`src/rtl/dmab_pkg.sv`:
```
package dmab_pkg;

    typedef enum logic [1:0] {
        ACFG_20 = 2'd0,
        ACFG_24 = 2'd1,
        ACFG_32 = 2'd2
    } acfg_e;

    typedef enum logic [1:0] {
        BND_64K = 2'b00,
        BND_1M  = 2'b01,
        BND_RSV = 2'b10,
        BND_16M = 2'b11
    } bnd_e;

    localparam int BANK_W = 8;
    localparam int OFS_W  = 16;

    typedef logic [BANK_W-1:0] bank_t;

    typedef struct packed {
        bank_t hi;
        bank_t lo;
        bank_t mask;
    } chan_state_t;

    function automatic int addr_width(acfg_e c);
        case (c)
            ACFG_20: return 20;
            ACFG_24: return 24;
            default: return 32;
        endcase
    endfunction

    function automatic bank_t lo_keep(acfg_e c);
        return (c == ACFG_20) ? bank_t'(8'h0F) : bank_t'(8'hFF);
    endfunction

    function automatic bank_t bnd_mask_of(bnd_e m);
        case (m)
            BND_1M:  return bank_t'(8'h0F);
            BND_16M: return bank_t'(8'hFF);
            default: return bank_t'(8'h00);
        endcase
    endfunction

    // Count up only the bits under the mask; carry cannot leave the field.
    function automatic bank_t bank_step(bank_t b, bank_t m);
        return (b & ~m) | ((b + bank_t'(1)) & m);
    endfunction

endpackage

```
`src/rtl/dmab_io_decode.sv`:
```
module dmab_io_decode
    import dmab_pkg::*;
#(
    parameter acfg_e ACFG      = ACFG_32,
    parameter int    NCH       = 4,
    parameter int    IO_AW     = 16,
    parameter int    LO_BASE   = 'h0021,
    parameter int    HI_BASE   = 'h0E05,
    parameter int    BND_PORT  = 'h0029,
    parameter int    PORT_STEP = 2,
    localparam int   CHW       = $clog2(NCH)
) (
    input  logic             clk,
    input  logic             rst,
    input  logic             io_wr,
    input  logic [IO_AW-1:0] io_addr,
    input  logic [7:0]       io_wdata,
    output logic [NCH-1:0]   lo_we,
    output logic [NCH-1:0]   hi_we,
    output logic [NCH-1:0]   bnd_we,
    output bank_t            bnd_mask,
    output logic             rd_hit,
    output logic [CHW-1:0]   rd_chan
);

    logic [CHW-1:0] bnd_sel;
    bnd_e           bnd_mode;
    logic           bnd_hit;
    logic           bnd_ok;

    assign bnd_sel  = io_wdata[CHW-1:0];
    assign bnd_mode = bnd_e'(io_wdata[CHW+1:CHW]);
    assign bnd_hit  = (io_addr == IO_AW'(BND_PORT));
    assign bnd_ok   = (ACFG != ACFG_20) && io_wr && bnd_hit && (bnd_mode != BND_RSV);
    assign bnd_mask = bnd_mask_of(bnd_mode);

    generate
        if (CHW + 2 < 8) begin : g_unused_data
            logic unused_wdata;
            assign unused_wdata = ^io_wdata[7:CHW+2];
        end
    endgenerate

    // Low-bank ports are rotated: port k serves channel (k+1) mod NCH.
    always_comb begin
        lo_we   = '0;
        rd_hit  = 1'b0;
        rd_chan = '0;
        for (int k = 0; k < NCH; k++) begin
            if (io_addr == IO_AW'(LO_BASE + k * PORT_STEP)) begin
                lo_we[(k + 1) % NCH] = io_wr;
                rd_hit               = 1'b1;
                rd_chan              = CHW'((k + 1) % NCH);
            end
        end
    end

    always_comb begin
        hi_we = '0;
        if (ACFG == ACFG_32) begin
            for (int k = 0; k < NCH; k++) begin
                if (io_addr == IO_AW'(HI_BASE + k * PORT_STEP)) hi_we[k] = io_wr;
            end
        end
    end

    always_comb begin
        bnd_we = '0;
        for (int k = 0; k < NCH; k++) begin
            if (bnd_ok && (bnd_sel == CHW'(k))) bnd_we[k] = 1'b1;
        end
    end

    a_r2_lo_onehot: assert property (@(posedge clk) disable iff (rst)
        $onehot0(lo_we));

    a_r7_hi_onehot: assert property (@(posedge clk) disable iff (rst)
        $onehot0(hi_we));

    a_r5_reserved_mode: assert property (@(posedge clk) disable iff (rst)
        (bnd_hit && io_wdata[CHW+1:CHW] == 2'b10) |-> (bnd_we == '0));

    a_r3_no_write_without_strobe: assert property (@(posedge clk) disable iff (rst)
        !io_wr |-> ((lo_we | hi_we | bnd_we) == '0));

endmodule

```
`src/rtl/dmab_bank_chan.sv`:
```
module dmab_bank_chan
    import dmab_pkg::*;
#(
    parameter acfg_e ACFG = ACFG_32
) (
    input  logic  clk,
    input  logic  rst,
    input  logic  lo_we,
    input  logic  hi_we,
    input  logic  bnd_we,
    input  bank_t wdata,
    input  bank_t bnd_mask,
    input  logic  carry,
    output chan_state_t st
);

    localparam bank_t KEEP = lo_keep(ACFG);

    bank_t lo_q;
    bank_t mask_q;
    bank_t hi_q;

    always_ff @(posedge clk) begin
        if (rst) begin
            lo_q   <= '0;
            mask_q <= '0;
        end else begin
            if (lo_we)       lo_q <= wdata & KEEP;
            else if (carry)  lo_q <= bank_step(lo_q, mask_q);
            if (bnd_we)      mask_q <= bnd_mask;
        end
    end

    generate
        if (ACFG == ACFG_32) begin : g_hi
            always_ff @(posedge clk) begin
                if (rst)        hi_q <= '0;
                else if (hi_we) hi_q <= wdata;
            end
        end else begin : g_no_hi
            logic unused_hi_we;
            assign unused_hi_we = hi_we;
            assign hi_q = '0;
        end
    endgenerate

    assign st.lo   = lo_q;
    assign st.hi   = hi_q;
    assign st.mask = mask_q;

    a_r6_outside_mask_held: assert property (@(posedge clk) disable iff (rst)
        (carry && !lo_we) |=> (((lo_q ^ $past(lo_q)) & ~$past(mask_q)) == '0));

    a_r6_zero_mask_hold: assert property (@(posedge clk) disable iff (rst)
        (carry && !lo_we && mask_q == '0) |=> $stable(lo_q));

    a_r5_mask_shape: assert property (@(posedge clk) disable iff (rst)
        (mask_q == 8'h00) || (mask_q == 8'h0F) || (mask_q == 8'hFF));

    a_r4_narrow_low: assert property (@(posedge clk) disable iff (rst)
        (ACFG == ACFG_20) |-> (lo_q[7:4] == 4'h0));

    a_r10_write_beats_carry: assert property (@(posedge clk) disable iff (rst)
        (lo_we && carry) |=> (lo_q == ($past(wdata) & KEEP)));

endmodule

```
`src/rtl/dma_bank_ext.sv`:
```
module dma_bank_ext
    import dmab_pkg::*;
#(
    parameter acfg_e ACFG  = ACFG_32,
    parameter int    NCH   = 4,
    parameter int    IO_AW = 16,
    localparam int   AW    = addr_width(ACFG),
    localparam int   CHW   = $clog2(NCH)
) (
    input  logic                 clk,
    input  logic                 rst,
    input  logic                 io_wr,
    input  logic [IO_AW-1:0]     io_addr,
    input  logic [7:0]           io_wdata,
    output logic [7:0]           io_rdata,
    input  logic [NCH*OFS_W-1:0] dma_ofs,
    input  logic [NCH-1:0]       dma_carry,
    output logic [NCH*AW-1:0]    bank_addr
);

    logic [NCH-1:0] lo_we;
    logic [NCH-1:0] hi_we;
    logic [NCH-1:0] bnd_we;
    bank_t          bnd_mask;
    logic           rd_hit;
    logic [CHW-1:0] rd_chan;
    chan_state_t    st [NCH];

    dmab_io_decode #(
        .ACFG (ACFG),
        .NCH  (NCH),
        .IO_AW(IO_AW)
    ) u_dec (
        .clk     (clk),
        .rst     (rst),
        .io_wr   (io_wr),
        .io_addr (io_addr),
        .io_wdata(io_wdata),
        .lo_we   (lo_we),
        .hi_we   (hi_we),
        .bnd_we  (bnd_we),
        .bnd_mask(bnd_mask),
        .rd_hit  (rd_hit),
        .rd_chan (rd_chan)
    );

    generate
        for (genvar ch = 0; ch < NCH; ch++) begin : g_ch
            logic [OFS_W-1:0] ofs;
            assign ofs = dma_ofs[ch*OFS_W +: OFS_W];

            dmab_bank_chan #(.ACFG(ACFG)) u_chan (
                .clk     (clk),
                .rst     (rst),
                .lo_we   (lo_we[ch]),
                .hi_we   (hi_we[ch]),
                .bnd_we  (bnd_we[ch]),
                .wdata   (io_wdata),
                .bnd_mask(bnd_mask),
                .carry   (dma_carry[ch]),
                .st      (st[ch])
            );

            logic unused_mask;
            assign unused_mask = ^st[ch].mask;

            if (ACFG == ACFG_20) begin : g_a20
                logic unused_up;
                assign unused_up = ^{st[ch].hi, st[ch].lo[7:4]};
                assign bank_addr[ch*AW +: AW] = {st[ch].lo[3:0], ofs};
            end else if (ACFG == ACFG_24) begin : g_a24
                logic unused_up;
                assign unused_up = ^st[ch].hi;
                assign bank_addr[ch*AW +: AW] = {st[ch].lo, ofs};
            end else begin : g_a32
                assign bank_addr[ch*AW +: AW] = {st[ch].hi, st[ch].lo, ofs};
            end
        end
    endgenerate

    assign io_rdata = rd_hit ? st[rd_chan].lo : 8'hFF;

    a_r3_unmapped_reads_ff: assert property (@(posedge clk) disable iff (rst)
        !rd_hit |-> (io_rdata == 8'hFF));

endmodule

```
`config.mk`:
```
export PLATFORM = sky130hd
export DESIGN_NAME = dma_bank_ext
export DESIGN_NICKNAME = d
export VERILOG_FILES = /design/src/rtl/dmab_pkg.sv /design/src/rtl/dmab_io_decode.sv /design/src/rtl/dmab_bank_chan.sv /design/src/rtl/dma_bank_ext.sv
export SDC_FILE = /design/constraint.sdc
export NUM_CORES = 1
export LEC_CHECK = 0
export ABC_AREA = 1
export BUFFER_PORTS_ARGS = -buffer_cell sky130_fd_sc_hd__buf_2
export CAP_MARGIN = 20
export CORE_MARGIN = 3
export CORE_UTILIZATION = 47
export DETAILED_ROUTE_END_ITERATION = 10
export GPL_TIMING_DRIVEN = 1
export PLACE_DENSITY = 0.9
export SYNTH_ARGS = -nofsm -noshare
export SYNTH_HDL_FRONTEND = slang
export SYNTH_SLANG_ARGS = --single-unit
```
`constraint.sdc`:
```
create_clock -name clk -period 1.7 [get_ports clk]
set_input_delay 0.17 -clock clk [delete_from_list [all_inputs] [get_ports clk]]
set_output_delay 0.17 -clock clk [all_outputs]
set_load 0.01 [all_outputs]
```
=== Word level (Yosys, flattened, before mapping) ===
Cells that the tools add are included.

* Flip-flop bits (word level): 96
* Logic and storage cells: 93

* Add/sub/neg operators: 4
* Order comparisons: 1
* Eq/ne operators: 15
* Multiplexer cells: 33
* Bitwise operators: 17
* Reductions and logical operators: 11

{| class="wikitable"
|+ Operators with widths
! operator !! number
|-
| $eq 16x6->1 const B || 5
|-
| $mux 8 || 9
|-
| $and 8x8->8 || 8
|-
| $eq 16x12->1 const B || 4
|-
| $bmux 24 s2 || 1
|-
| $add 8x1->8 const B || 4
|-
| $mux 16 || 2
|-
| $not 8->8 || 4
|-
| $or 8x8->8 || 4
|-
| $mux 1 || 17
|-
| $pmux 8 s2 || 1
|-
| $reduce_bool 2->1 || 4
|-
| $eq 2x2->1 const B || 3
|-
| $logic_and 1x1->1 || 6
|-
| $mux 2 || 3
|-
| $eq 2x1->1 const B || 2
|-
| $ge 3x3->1 const B || 1
|-
| $not 2->3 || 1
|-
| $logic_not 2->1 || 1
|-
| $ne 2x2->1 const B || 1
|}

=== Logic depth before layout (Yosys ltp) ===
* Depth in word-level cells: 10
* Depth in mapped cells: 11
* Depth with buffers taken out: 11

=== Hierarchy ===
From an unflattened synthesis, not the netlist that was laid out.

* Cells, all modules: 830
* Area total of the unflattened synthesis: 5,500.3 sq um

{| class="wikitable"
|+ Modules (own cells, without submodules)
! module !! instances !! cells an instance !! area an instance (sq um)
|-
| dmab_bank_chan || 4 || 153 || 1,082.3
|-
| dma_bank_ext || 1 || 135 || 789.5
|-
| dmab_io_decode || 1 || 83 || 381.6
|}

=== Least setup slack after synthesis ===
No wires, ideal clock.

* Path kind: input port to output port
* Start point: input port io_addr[7]
* End point: output port io_rdata[5]
* Data arrival time: 1.264 ns
* Setup slack: 0.266 ns
* Cell stages on the path: 9
* Buffers on the path: 1
* Cells stage by stage: nor2_1 inv_1 nor2_4 nand3_2 nand2_2 buf_4 nand2_1 nand3_1 nand3_1

* Word-level cells in the longest chain between the ends: 10
* Elaborated cells between the ends (all ways): 17
* Classes of those cells: eq/ne: 4; mux: 12; bitwise: 1

{| class="wikitable"
|+ RTL lines
! what !! RTL line !! source
|-
| start: declaration || dma_bank_ext.sv:13 || <nowiki>input logic [IO_AW-1:0] io_addr,</nowiki>
|-
| $eq 16x6->1 || dmab_io_decode.sv:50 || <nowiki>if (io_addr == IO_AW'(LO_BASE + k * PORT_STEP)) begin</nowiki>
|-
| $mux 1 || dmab_io_decode.sv:50 ||
|-
| $mux 2 (3 in series) || dmab_io_decode.sv:50 ||
|-
| $not 2->3 (implied by the code) || dma_bank_ext.sv:81 || <nowiki>assign io_rdata = rd_hit ? st[rd_chan].lo : 8'hFF;</nowiki>
|-
| $bmux 24 s2 || dma_bank_ext.sv:81 ||
|-
| $mux 16 (implied by the code) (2 in series) || dma_bank_ext.sv:81 ||
|-
| $mux 8 (*) || dma_bank_ext.sv:81 ||
|-
| end: declaration || dma_bank_ext.sv:15 || <nowiki>output logic [7:0] io_rdata,</nowiki>
|}

Mark *: on every way between the ends. The rest lies on a longest branch, timed or not. The select of a mux whose other input is x is not followed.

=== Final worst setup path ===
* Start point: input port io_addr[15]
* End point: output port io_rdata[2]

Same word-level chain as after synthesis.

==> flow_metrics.tcl <==
set metrics [dict create \
    io_pins 231 \
    die-area_um2 11560 \
    antenna_found_initial 0 \
    drive_above_1_share_pct 18.84 \
    cp.required_ps 1530 \
    drc 0 \
    post-route-util_pct 53.60 \
    io_buffer_count 102 \
    vias 4889 \
    netlist_area_um2 4843 \
    finClkSkew_ps 11.57 \
    cts.path.max_buffers 2 \
    syn-mean-instance-area_um2 6.241 \
    core_um2 9910 \
    n_antenna_cell 0 \
    whs_ps 240.1 \
    clkLatencyLatePin_ps 340 \
    finalCriticalPeriod_ps 1649 \
    final-setup-viol-count 0 \
    cts_buffers 9 \
    syn_inst 776 \
    post-cts-setup-buffers 0 \
    die_h_um 107.5 \
    hpwl_um 9643 \
    worst_pin_slew_ps 367.1 \
    syn_to_final_growth_pct 9.662 \
    maxCapViolCount 0 \
    register_area_um2 1441 \
    grt_usage_pct 22.78 \
    yosys_warnings 0 \
    rows 36 \
    relSlewSlack_pct 75.50 \
    critPathKind "in2out" \
    die_w_um 107.5 \
    clkPwrFrac_pct 39.8 \
    final_common_cell "nand2_1" \
    root_buffer "clkbuf_8" \
    most-common-layout-cells "nand2_1, inv_1, nor2_1, buf_2, nand3_1" \
    first_global_vias 4327 \
    via_per_inst 5.087 \
    cts_sinks 72 \
    p_seq_share_pct 53.7 \
    post_cts_resized 0 \
    placed_area_um2 5089 \
    nFillCells 978 \
    start_util_pct 48.88 \
    path_cells "buf_2, nor2_1, nand2_1, nor2_4, buf_6, nand3_1, nand3_4, nand3_1, buf_2" \
    setup_tns_ps 0 \
    synth-seq-area-share_pct 29.76 \
    drv_slew 0 \
    firstDrtPassIters 5 \
    power.switching_mw 0.7817 \
    end_kind "output port" \
    vdd_drop_max_mv 0.2937 \
    hold_viol_final 0 \
    ctsHoldBuffers 0 \
    p_leak_nw 2.729 \
    post-route-period-util_pct 97.01 \
    overflow 0 \
    hold_path_class "in2reg" \
    path_max_fanout 10 \
    fmax_mhz 606.4 \
    drt-wirelength-per-cell_um 13.89 \
    gp_congestion 0.9113 \
    path_clk_slew_ps 80 \
    comb_power_share_pct 6.5 \
    cp_slowest_cell "nor2_4" \
    drt_iter0_drc 391 \
    multiInputGateArea_um2 2354 \
    swShare_pct 24.91 \
    p_per_area_nw_per_um2 590.7 \
    stdcell_area_um2 5311 \
    cp.arrival_ps 1480 \
    ys_ff_latch 72 \
    grt_pass1_wl_um 20960 \
    h-tree-depth 3 \
    syn_nets 875 \
    cts_tree "done" \
    wl_um 13350 \
    grt_max_degree 54 \
    cp-start-kind "input pin" \
    antenna_left 0 \
    critPathMaxStageDelay_ps 200 \
    synth.distinct_cells 28 \
    final_nets 922 \
    finalPower_mw 3.137 \
    outcome "finished, final reports clean" \
    internal-power_mw 2.356 \
]
through the flow:
step | cells | setup slack (ps)
finish | 961 | 50.91
global route | 961 | -21.19
CTS | 961 | 26.32
detailed placement | 945 | 28.34
global placement | 945 | 46.86
floorplan | 776 | 266.5
path summary, 6_finish.rpt:
path,start,end,slack (ps),cells after the start
worst min-delay path,rst,flop,240,3
worst max register to register,flop,flop,270,8
worst min register to register,g_ch[0].u_chan.mask_q[6],g_ch[0].u_chan.mask_q[6],490,2
worst max-delay path,io_addr[15],io_rdata[2],50,9
Yosys cell counts, drive strengths merged:
master / instances / share of area [%]
nand2: 159 / 12
inv: 121 / 9.4
nor2: 111 / 9.0
nand3: 103 / 11
buf: 77 / 12
dfxtp: 72 / 30
o21ai: 55 / 5.7
a21oi: 20 / 2.1
nand4: 16 / 2.3
clkbuf: 11 / 0.85
xor2: 9 / 1.6
nand3b: 7 / 1.1
nor3: 6 / 0.62
ha: 4 / 1.0
a31oi: 2 / 0.26
and3: 1 / 0.13
nor4: 1 / 0.44
o21a: 1 / 0.16
critical path: cells and delay by family:
family,cells,cell delay (ps)
and+or+nand+nor,6,860
buffers and inverters,3,440
power by group through the flow:
stage                     Clock (mW)  Sequential, mW  Combinational [mW]
after global routing            1.36            1.68               0.220
after global placement             0            1.72               0.193
after floorplan                    0            1.72               0.243
after CTS                       1.28            1.68               0.196
final                           1.25            1.68               0.203
after detailed placement           0            1.72               0.195
layout make-up:
| cell class | instances | area share, % |
|---|---|---|
| clock buffer | 12 | 2.921 |
| clock inverter | 4 | 0.5418 |
| inverter | 121 | 8.551 |
| multi-input combinational | 495 | 44.31 |
| sequential | 72 | 27.14 |
| tap | 133 | 3.133 |
| timing repair buffer | 124 | 13.40 |
layer usage:
layer  GRT usage, %  wire, um  up-vias
met1          28.76      5590     2153
met5              0         0        -
met4          10.19       459        0
li1               -         -     2466
met2          35.92      6029      224
met3          6.599      1266       46
cells by family after synthesis:
kind of cell / Yosys count / share of synthesized area, %
and+or+nand+nor: 404 / 37.20
buffers and inverters: 209 / 22.22
AOI/OAI and AO/OA: 78 / 8.163
DFF: 72 / 29.76
xor gates and xnor gates: 9 / 1.628
adders and majority gates: 4 / 1.033
Power figures use the tool's default switching activity.
